### src/rtl/nsa_pkg.sv
package nsa_pkg;

    localparam int WORD_W  = 16;
    localparam int SLICE_W = 4;

    localparam logic [3:0] OP_ADD  = 4'd0;
    localparam logic [3:0] OP_ADC  = 4'd1;
    localparam logic [3:0] OP_SUB  = 4'd2;
    localparam logic [3:0] OP_SBC  = 4'd3;
    localparam logic [3:0] OP_DEC  = 4'd4;
    localparam logic [3:0] OP_DCC  = 4'd5;
    localparam logic [3:0] OP_AND  = 4'd6;
    localparam logic [3:0] OP_NAND = 4'd7;
    localparam logic [3:0] OP_OR   = 4'd8;
    localparam logic [3:0] OP_NOR  = 4'd9;
    localparam logic [3:0] OP_XOR  = 4'd10;
    localparam logic [3:0] OP_SHL  = 4'd11;
    localparam logic [3:0] OP_SHR  = 4'd12;

    typedef enum logic [1:0] {K_ARITH, K_LOGIC, K_SHIFT, K_PASS} kind_e;
    typedef enum logic [2:0] {L_AND, L_NAND, L_OR, L_NOR, L_XOR} lfn_e;
    typedef enum logic [1:0] {B_TRUE, B_INV, B_ONES} bsel_e;
    typedef enum logic [1:0] {C_ZERO, C_ONE, C_EXT} csrc_e;

    typedef struct packed {
        kind_e kind;
        bsel_e bsel;
        csrc_e csrc;
        lfn_e  lfn;
        logic  msb_first;
    } ctl_t;

    function automatic ctl_t decode_op(input logic [3:0] op);
        ctl_t c;
        c.kind      = K_PASS;
        c.bsel      = B_TRUE;
        c.csrc      = C_ZERO;
        c.lfn       = L_AND;
        c.msb_first = 1'b0;
        case (op)
            OP_ADD:  c.kind = K_ARITH;
            OP_ADC:  begin c.kind = K_ARITH; c.csrc = C_EXT; end
            OP_SUB:  begin c.kind = K_ARITH; c.bsel = B_INV;  c.csrc = C_ONE; end
            OP_SBC:  begin c.kind = K_ARITH; c.bsel = B_INV;  c.csrc = C_EXT; end
            OP_DEC:  begin c.kind = K_ARITH; c.bsel = B_ONES; end
            OP_DCC:  begin c.kind = K_ARITH; c.bsel = B_ONES; c.csrc = C_EXT; end
            OP_AND:  begin c.kind = K_LOGIC; c.lfn = L_AND;  end
            OP_NAND: begin c.kind = K_LOGIC; c.lfn = L_NAND; end
            OP_OR:   begin c.kind = K_LOGIC; c.lfn = L_OR;   end
            OP_NOR:  begin c.kind = K_LOGIC; c.lfn = L_NOR;  end
            OP_XOR:  begin c.kind = K_LOGIC; c.lfn = L_XOR;  end
            OP_SHL:  begin c.kind = K_SHIFT; c.csrc = C_EXT; end
            OP_SHR:  begin c.kind = K_SHIFT; c.csrc = C_EXT; c.msb_first = 1'b1; end
            default: ;
        endcase
        return c;
    endfunction

    function automatic logic first_link(input ctl_t c, input logic cin);
        case (c.csrc)
            C_ONE:   return 1'b1;
            C_EXT:   return cin;
            default: return 1'b0;
        endcase
    endfunction

    function automatic logic keeps_carry(input ctl_t c);
        return (c.kind == K_ARITH) || (c.kind == K_SHIFT);
    endfunction

endpackage

### src/rtl/nsa_slice.sv
module nsa_slice
    import nsa_pkg::*;
#(
    parameter int SLICE_W = nsa_pkg::SLICE_W
) (
    input  ctl_t               ctl,
    input  logic [SLICE_W-1:0] a_n,
    input  logic [SLICE_W-1:0] b_n,
    input  logic               c_in,
    output logic [SLICE_W-1:0] y_n,
    output logic               c_out
);

    logic [SLICE_W-1:0] b_x;
    logic [SLICE_W:0]   sum;
    logic [SLICE_W-1:0] lres;

    always_comb begin
        case (ctl.bsel)
            B_INV:   b_x = ~b_n;
            B_ONES:  b_x = '1;
            default: b_x = b_n;
        endcase
        sum = {1'b0, a_n} + {1'b0, b_x} + {{SLICE_W{1'b0}}, c_in};
    end

    always_comb begin
        case (ctl.lfn)
            L_NAND:  lres = ~(a_n & b_n);
            L_OR:    lres = a_n | b_n;
            L_NOR:   lres = ~(a_n | b_n);
            L_XOR:   lres = a_n ^ b_n;
            default: lres = a_n & b_n;
        endcase
    end

    always_comb begin
        case (ctl.kind)
            K_ARITH: begin
                y_n   = sum[SLICE_W-1:0];
                c_out = sum[SLICE_W];
            end
            K_LOGIC: begin
                y_n   = lres;
                c_out = 1'b0;
            end
            K_SHIFT: begin
                if (ctl.msb_first) begin
                    y_n   = {c_in, a_n[SLICE_W-1:1]};
                    c_out = a_n[0];
                end else begin
                    y_n   = {a_n[SLICE_W-2:0], c_in};
                    c_out = a_n[SLICE_W-1];
                end
            end
            default: begin
                y_n   = a_n;
                c_out = 1'b0;
            end
        endcase
    end

endmodule

### src/rtl/nsa_seq.sv
module nsa_seq #(
    parameter int NSLICE = 4,
    localparam int CW    = (NSLICE > 1) ? $clog2(NSLICE) : 1
) (
    input  logic          clk,
    input  logic          rst,
    input  logic          start,
    output logic          busy,
    output logic          done,
    output logic          accept,
    output logic          last,
    output logic [CW-1:0] cnt
);

    localparam logic [CW-1:0] CNT_END = CW'(NSLICE - 1);

    assign accept = start & ~busy;
    assign last   = busy & (cnt == CNT_END);

    always_ff @(posedge clk) begin
        if (rst) begin
            busy <= 1'b0;
            done <= 1'b0;
            cnt  <= '0;
        end else begin
            done <= last;
            if (accept) begin
                busy <= 1'b1;
                cnt  <= '0;
            end else if (busy) begin
                if (last) begin
                    busy <= 1'b0;
                    cnt  <= '0;
                end else begin
                    cnt <= cnt + 1'b1;
                end
            end
        end
    end

endmodule

### src/rtl/nsa_collect.sv
module nsa_collect #(
    parameter int WORD_W  = nsa_pkg::WORD_W,
    parameter int SLICE_W = nsa_pkg::SLICE_W
) (
    input  logic               clk,
    input  logic               rst,
    input  logic               load,
    input  logic               step,
    input  logic               last,
    input  logic               msb_first,
    input  logic               keep_cy,
    input  logic               c_init,
    input  logic [SLICE_W-1:0] y_n,
    input  logic               c_nxt,
    output logic               link,
    output logic [WORD_W-1:0]  res,
    output logic               cy,
    output logic               zf
);

    logic zacc;
    logic y_zero;

    assign y_zero = ~|y_n;

    always_ff @(posedge clk) begin
        if (rst) begin
            link <= 1'b0;
            res  <= '0;
            cy   <= 1'b0;
            zf   <= 1'b1;
            zacc <= 1'b1;
        end else if (load) begin
            link <= c_init;
            zacc <= 1'b1;
        end else if (step) begin
            link <= c_nxt;
            zacc <= zacc & y_zero;
            if (msb_first) begin
                res <= {res[WORD_W-SLICE_W-1:0], y_n};
            end else begin
                res <= {y_n, res[WORD_W-1:SLICE_W]};
            end
            if (last) begin
                cy <= keep_cy & c_nxt;
                zf <= zacc & y_zero;
            end
        end
    end

endmodule

### src/rtl/nsa_core.sv
module nsa_core
    import nsa_pkg::*;
#(
    parameter int WORD_W  = nsa_pkg::WORD_W,
    parameter int SLICE_W = nsa_pkg::SLICE_W
) (
    input  logic              clk,
    input  logic              rst,
    input  logic              start_i,
    input  logic [3:0]        op_i,
    input  logic [WORD_W-1:0] opa_i,
    input  logic [WORD_W-1:0] opb_i,
    input  logic              cin_i,
    output logic              busy_o,
    output logic              done_o,
    output logic [WORD_W-1:0] res_o,
    output logic              cy_o,
    output logic              zf_o
);

    localparam int NSLICE = WORD_W / SLICE_W;
    localparam int CW     = (NSLICE > 1) ? $clog2(NSLICE) : 1;
    localparam logic [CW-1:0] TOP_IDX = CW'(NSLICE - 1);

    logic              accept;
    logic              last;
    logic [CW-1:0]     cnt;
    logic [CW-1:0]     idx;
    logic [WORD_W-1:0] a_q;
    logic [WORD_W-1:0] b_q;
    ctl_t              ctl_q;
    ctl_t              ctl_in;
    logic              link;
    logic [SLICE_W-1:0] a_nib [NSLICE];
    logic [SLICE_W-1:0] b_nib [NSLICE];
    logic [SLICE_W-1:0] y_n;
    logic              c_nxt;

    assign ctl_in = decode_op(op_i);

    always_ff @(posedge clk) begin
        if (rst) begin
            a_q   <= '0;
            b_q   <= '0;
            ctl_q <= decode_op(4'd0);
        end else if (accept) begin
            a_q   <= opa_i;
            b_q   <= opb_i;
            ctl_q <= ctl_in;
        end
    end

    generate
        for (genvar g = 0; g < NSLICE; g++) begin : g_nib
            assign a_nib[g] = a_q[g*SLICE_W +: SLICE_W];
            assign b_nib[g] = b_q[g*SLICE_W +: SLICE_W];
        end
    endgenerate

    assign idx = ctl_q.msb_first ? (TOP_IDX - cnt) : cnt;

    nsa_seq #(.NSLICE(NSLICE)) u_seq (
        .clk    (clk),
        .rst    (rst),
        .start  (start_i),
        .busy   (busy_o),
        .done   (done_o),
        .accept (accept),
        .last   (last),
        .cnt    (cnt)
    );

    nsa_slice #(.SLICE_W(SLICE_W)) u_slice (
        .ctl   (ctl_q),
        .a_n   (a_nib[idx]),
        .b_n   (b_nib[idx]),
        .c_in  (link),
        .y_n   (y_n),
        .c_out (c_nxt)
    );

    nsa_collect #(.WORD_W(WORD_W), .SLICE_W(SLICE_W)) u_col (
        .clk       (clk),
        .rst       (rst),
        .load      (accept),
        .step      (busy_o),
        .last      (last),
        .msb_first (ctl_q.msb_first),
        .keep_cy   (keeps_carry(ctl_q)),
        .c_init    (first_link(ctl_in, cin_i)),
        .y_n       (y_n),
        .c_nxt     (c_nxt),
        .link      (link),
        .res       (res_o),
        .cy        (cy_o),
        .zf        (zf_o)
    );

endmodule

### config.mk
export PLATFORM = sky130hd
export DESIGN_NAME = nsa_core
export DESIGN_NICKNAME = d
export VERILOG_FILES = /design/src/rtl/nsa_pkg.sv /design/src/rtl/nsa_slice.sv /design/src/rtl/nsa_seq.sv /design/src/rtl/nsa_collect.sv /design/src/rtl/nsa_core.sv
export SDC_FILE = /design/constraint.sdc
export NUM_CORES = 1
export LEC_CHECK = 0
export ABC_CLOCK_PERIOD_IN_PS = 3450
export BUFFER_PORTS_ARGS = -buffer_cell sky130_fd_sc_hd__buf_2
export CORE_UTILIZATION = 42
export DETAILED_ROUTE_END_ITERATION = 10
export PLACE_DENSITY_LB_ADDON = 0.3
export SLEW_MARGIN = 25
export SYNTH_ARGS = -nofsm -noshare
export SYNTH_HDL_FRONTEND = slang
export SYNTH_SLANG_ARGS = --single-unit
### constraint.sdc
create_clock -name clk -period 3.45 [get_ports clk]
set_input_delay 0.1725 -clock clk [delete_from_list [all_inputs] [get_ports clk]]
set_output_delay 0.1725 -clock clk [all_outputs]
set_load 0.01 [all_outputs]
==> key figures <==
Timing
  • Fin. max-slew vios: 0
  • Worst slew pin tran: 0.637 ns
  • Count of final setup violators: 0
  • Tmin final: 3.42 ns
  • Clock Skew: around 0.011 ns
  • WHS: 0.0633 ns
  • Max_slew headroom: 0.576
  • Final Hold Vio Count: 0
  • Max Fclk: 292 MHz
  • Setup repair after global routing missed its margin: true
  • Setup ws final: between 0.03 and 0.04 ns
  • Tcrit/Tclk final: 0.991

Job
  • Max-cap viol count: 0

Yosys
  • Synth Area in Simple Gates: 0.210
  • Library cells used by synthesis: 60
  • Most frequent cell after synthesis: nand2_1
  • Syn_nets: 530
  • Cell taking the most area after synthesis: dfxtp_1
  • Synth Area in Compound Gates: 0.205
  • Synthesized area: 3780 um^2
  • Cells after Synth: 472
  • Synth top area cells: dfxtp_1 (34%), nand2_1 (8.2%), a21oi_1 (8.1%)
  • Async SR Flop Fraction: 0
  • Post-synth top cells: nand2_1 (83), dfxtp_1 (64), a21oi_1 (61)
  • EDFF count, synth: 0
  • Seq/Total Area, Yosys: 0.339
  • Xor/xnor cell area share of the yosys netlist: 0.00463
  • Synth Warn #: 0
  • Main combinational cell family by area after synthesis: simple AND/OR/NAND/NOR gates
  • Post-synthesis mux area share: 0.123
  • Adder-Cell Fraction of Synth Area: 0.0635
  • Ys flop type: dfxtp_1
  • Share of the synthesized area in the top cell type: 0.339
  • Mean Syn Cell Area: 8.01 um^2
  • Synth Register Bits: 64

Route
  • WL final: about 9000 um
  • Pre-antenna DRT Iters: 4
  • Initial drt markers: 108
  • Residual DRC: 0
  • Wire per inst: between 10 and 15 um
  • ANT nets after route: 0
  • Via density per instance: between 5 and 6
  • Vias: ~3400

Outcome
  • Outcome: finished clean

Place
  • Cell Area, Placed: 4300 um^2
  • Port Buf Inserts: 59
  • RD Place Congestion: 0.862
  • HPWL Detailed: 6430 um
  • Pre-CTS WS: -0.0979 ns
  • Placed insts: 627

Floorplan
  • # rows: 34
  • Die X: 96.9 um
  • Core area: about 8700 um^2
  • Die height: 96.9 um
  • Initial Utilization: 0.434
  • Die ar.: 9390 um^2
  • IO Pins: 60

Worst setup path
  • Crit path max fanout: 6
  • Crit start category: flip-flop
  • Req. time, crit path: 3.71 ns
  • Setup crit end kind: flip-flop
  • Crit Path Category: flip-flop to flip-flop
  • WP data arrival: 3.67 ns

Global routing
  • Largest net degree at the start of global routing: 65
  • Congestion Overflow GR: 0
  • First-pass GRT wire length: 15200 um
  • Number of global-route vias before repair: between 3000 and 4000
  • Initial antenna violation count: 0
  • Global-route usage over all layers: 0.197

Clock network
  • TritonCTS Buffers: 9
  • CTS tree: built
  • Clk sinks: 64
  • CTS clk-pin slew, worst paths: ~0.070 ns
  • Htree depth: 3
  • Clock root buffer: clkbuf_8
  • CTS max path bufs: 2
  • Later-pin clock latency in the skew report: 0.34 ns

Finish
  • Fin cells: 643
  • Fill cell count: approximately 840
  • Fin nets: between 500 and 600
  • Final Instance Area: 4550 um^2
  • Fraction of layout cells with a size suffix above 1: 0.237
  • N_diodes: 0
  • Final core occ: 0.522
  • Area growth from synthesis to layout: 20.3%

Power
  • Power Density: 434 nW/um^2
  • Leak Pwr: 1.93 nW
  • Peak VDD IR: 0.247 mV

Min path
  • Worst Hold Class: input port to flip-flop
==> area by class of cell <==
type                    count  area (um^2)  share of cell area
well taps                 108          135              0.0297
flip-flops and latches     64         1290               0.283
clock inverters             3         65.1              0.0143
inverters                  18         67.6              0.0149
repair buffers             82          487               0.107
clock buffers              12          155              0.0341
multi-input cells         356         2350               0.517
==> cell families after synthesis <==
logic type / Yosys count
flops: 64
compound gates: 125
xor+xnor: 2
simple gates: 172
buf+inv: 52
fa+ha+maj: 18
mux: 39
==> repair_timing <==
item                                    in CTS  in global routing
endpoints found under the setup margin       2                  3
buffers inserted                             1                  0
resized for setup                            6                  2
pin swaps                                    6                  1
hold buffers                                 0                  0
==> registers in the layout (all words and copies together) (netlist names) <==
name,count
a_q,16
b_q,16
u_col.res,16
ctl_q,8
u_seq.cnt,2
u_col.cy,1
u_col.link,1
u_col.zacc,1
u_col.zf,1
u_seq.busy,1
u_seq.done,1
==> per-layer routing <==
| metal | part of all wire | global-route usage | up-vias |
|---|---|---|---|
| met1 | 0.47 | 0.248 | 1550 |
| met5 | 0 | 0 | - |
| met2 | 0.47 | 0.326 | 67 |
| met4 | 0.022 | 0.0827 | 0 |
| met3 | 0.040 | 0.0434 | 14 |
| li1 | - | - | 1760 |
==> critical path, cell delays in order (launching register included) <==
cell     delay [ns]
dfxtp_4        0.39
nor2b_4        0.15
nor2_4         0.11
mux4_2         0.53
inv_2          0.07
a211o_1        0.12
nand2_1        0.06
fa_2           0.35
fa_2           0.38
xnor2_2        0.16
a22oi_2        0.17
o31a_1         0.17
o21ai_1        0.05
or3b_1         0.39
o31ai_2        0.23
==> final timing paths <==
kind,startpoint,end,slack (ns),depth (start not counted)
worst max-delay path,ctl_q[0]$_SDFFE_PP0P_,u_col.zf$_SDFFE_PP1P_,0.03,14
worst min-delay path,opb_i[3],b_q[3]$_SDFFE_PP0P_,0.06,3
worst max register to register,ctl_q[0]$_SDFFE_PP0P_,u_col.zf$_SDFFE_PP1P_,0.03,14
worst min register to register,b_q[10]$_SDFFE_PP0P_,b_q[10]$_SDFFE_PP0P_,0.45,2
==> through the flow <==
stage | total power (W) | TNS [ns]
floorplan | 0.00112 | -0.0954
global placement | 0.00125 | 0
detailed placement | 0.00126 | -0.107
CTS | 0.00199 | -0.00243
global route | 0.00208 | -0.132
finish | 0.00197 | 0
==> power breakdown <==
group          internal, W  switching, W
sequential        0.000783     0.0000435
combinational     0.000202      0.000222
clock             0.000442      0.000279
total              0.00143      0.000545
==> placed cells by master, fill, tap and decap left out, types with 4 or more instances in the layout <==
master / n
nand2_1: 83
a21oi_1: 61
dfxtp_1: 61
buf_2: 58
nor2_1: 33
mux2i_1: 27
buf_4: 22
inv_1: 16
ha_1: 16
a211oi_1: 14
nand2b_1: 14
clkbuf_8: 11
o21ai_0: 10
nor2b_1: 8
nand3_1: 7
mux2_2: 6
o21ai_1: 5
mux4_2: 5
nor3_1: 4
Power figures use the tool's default switching activity.
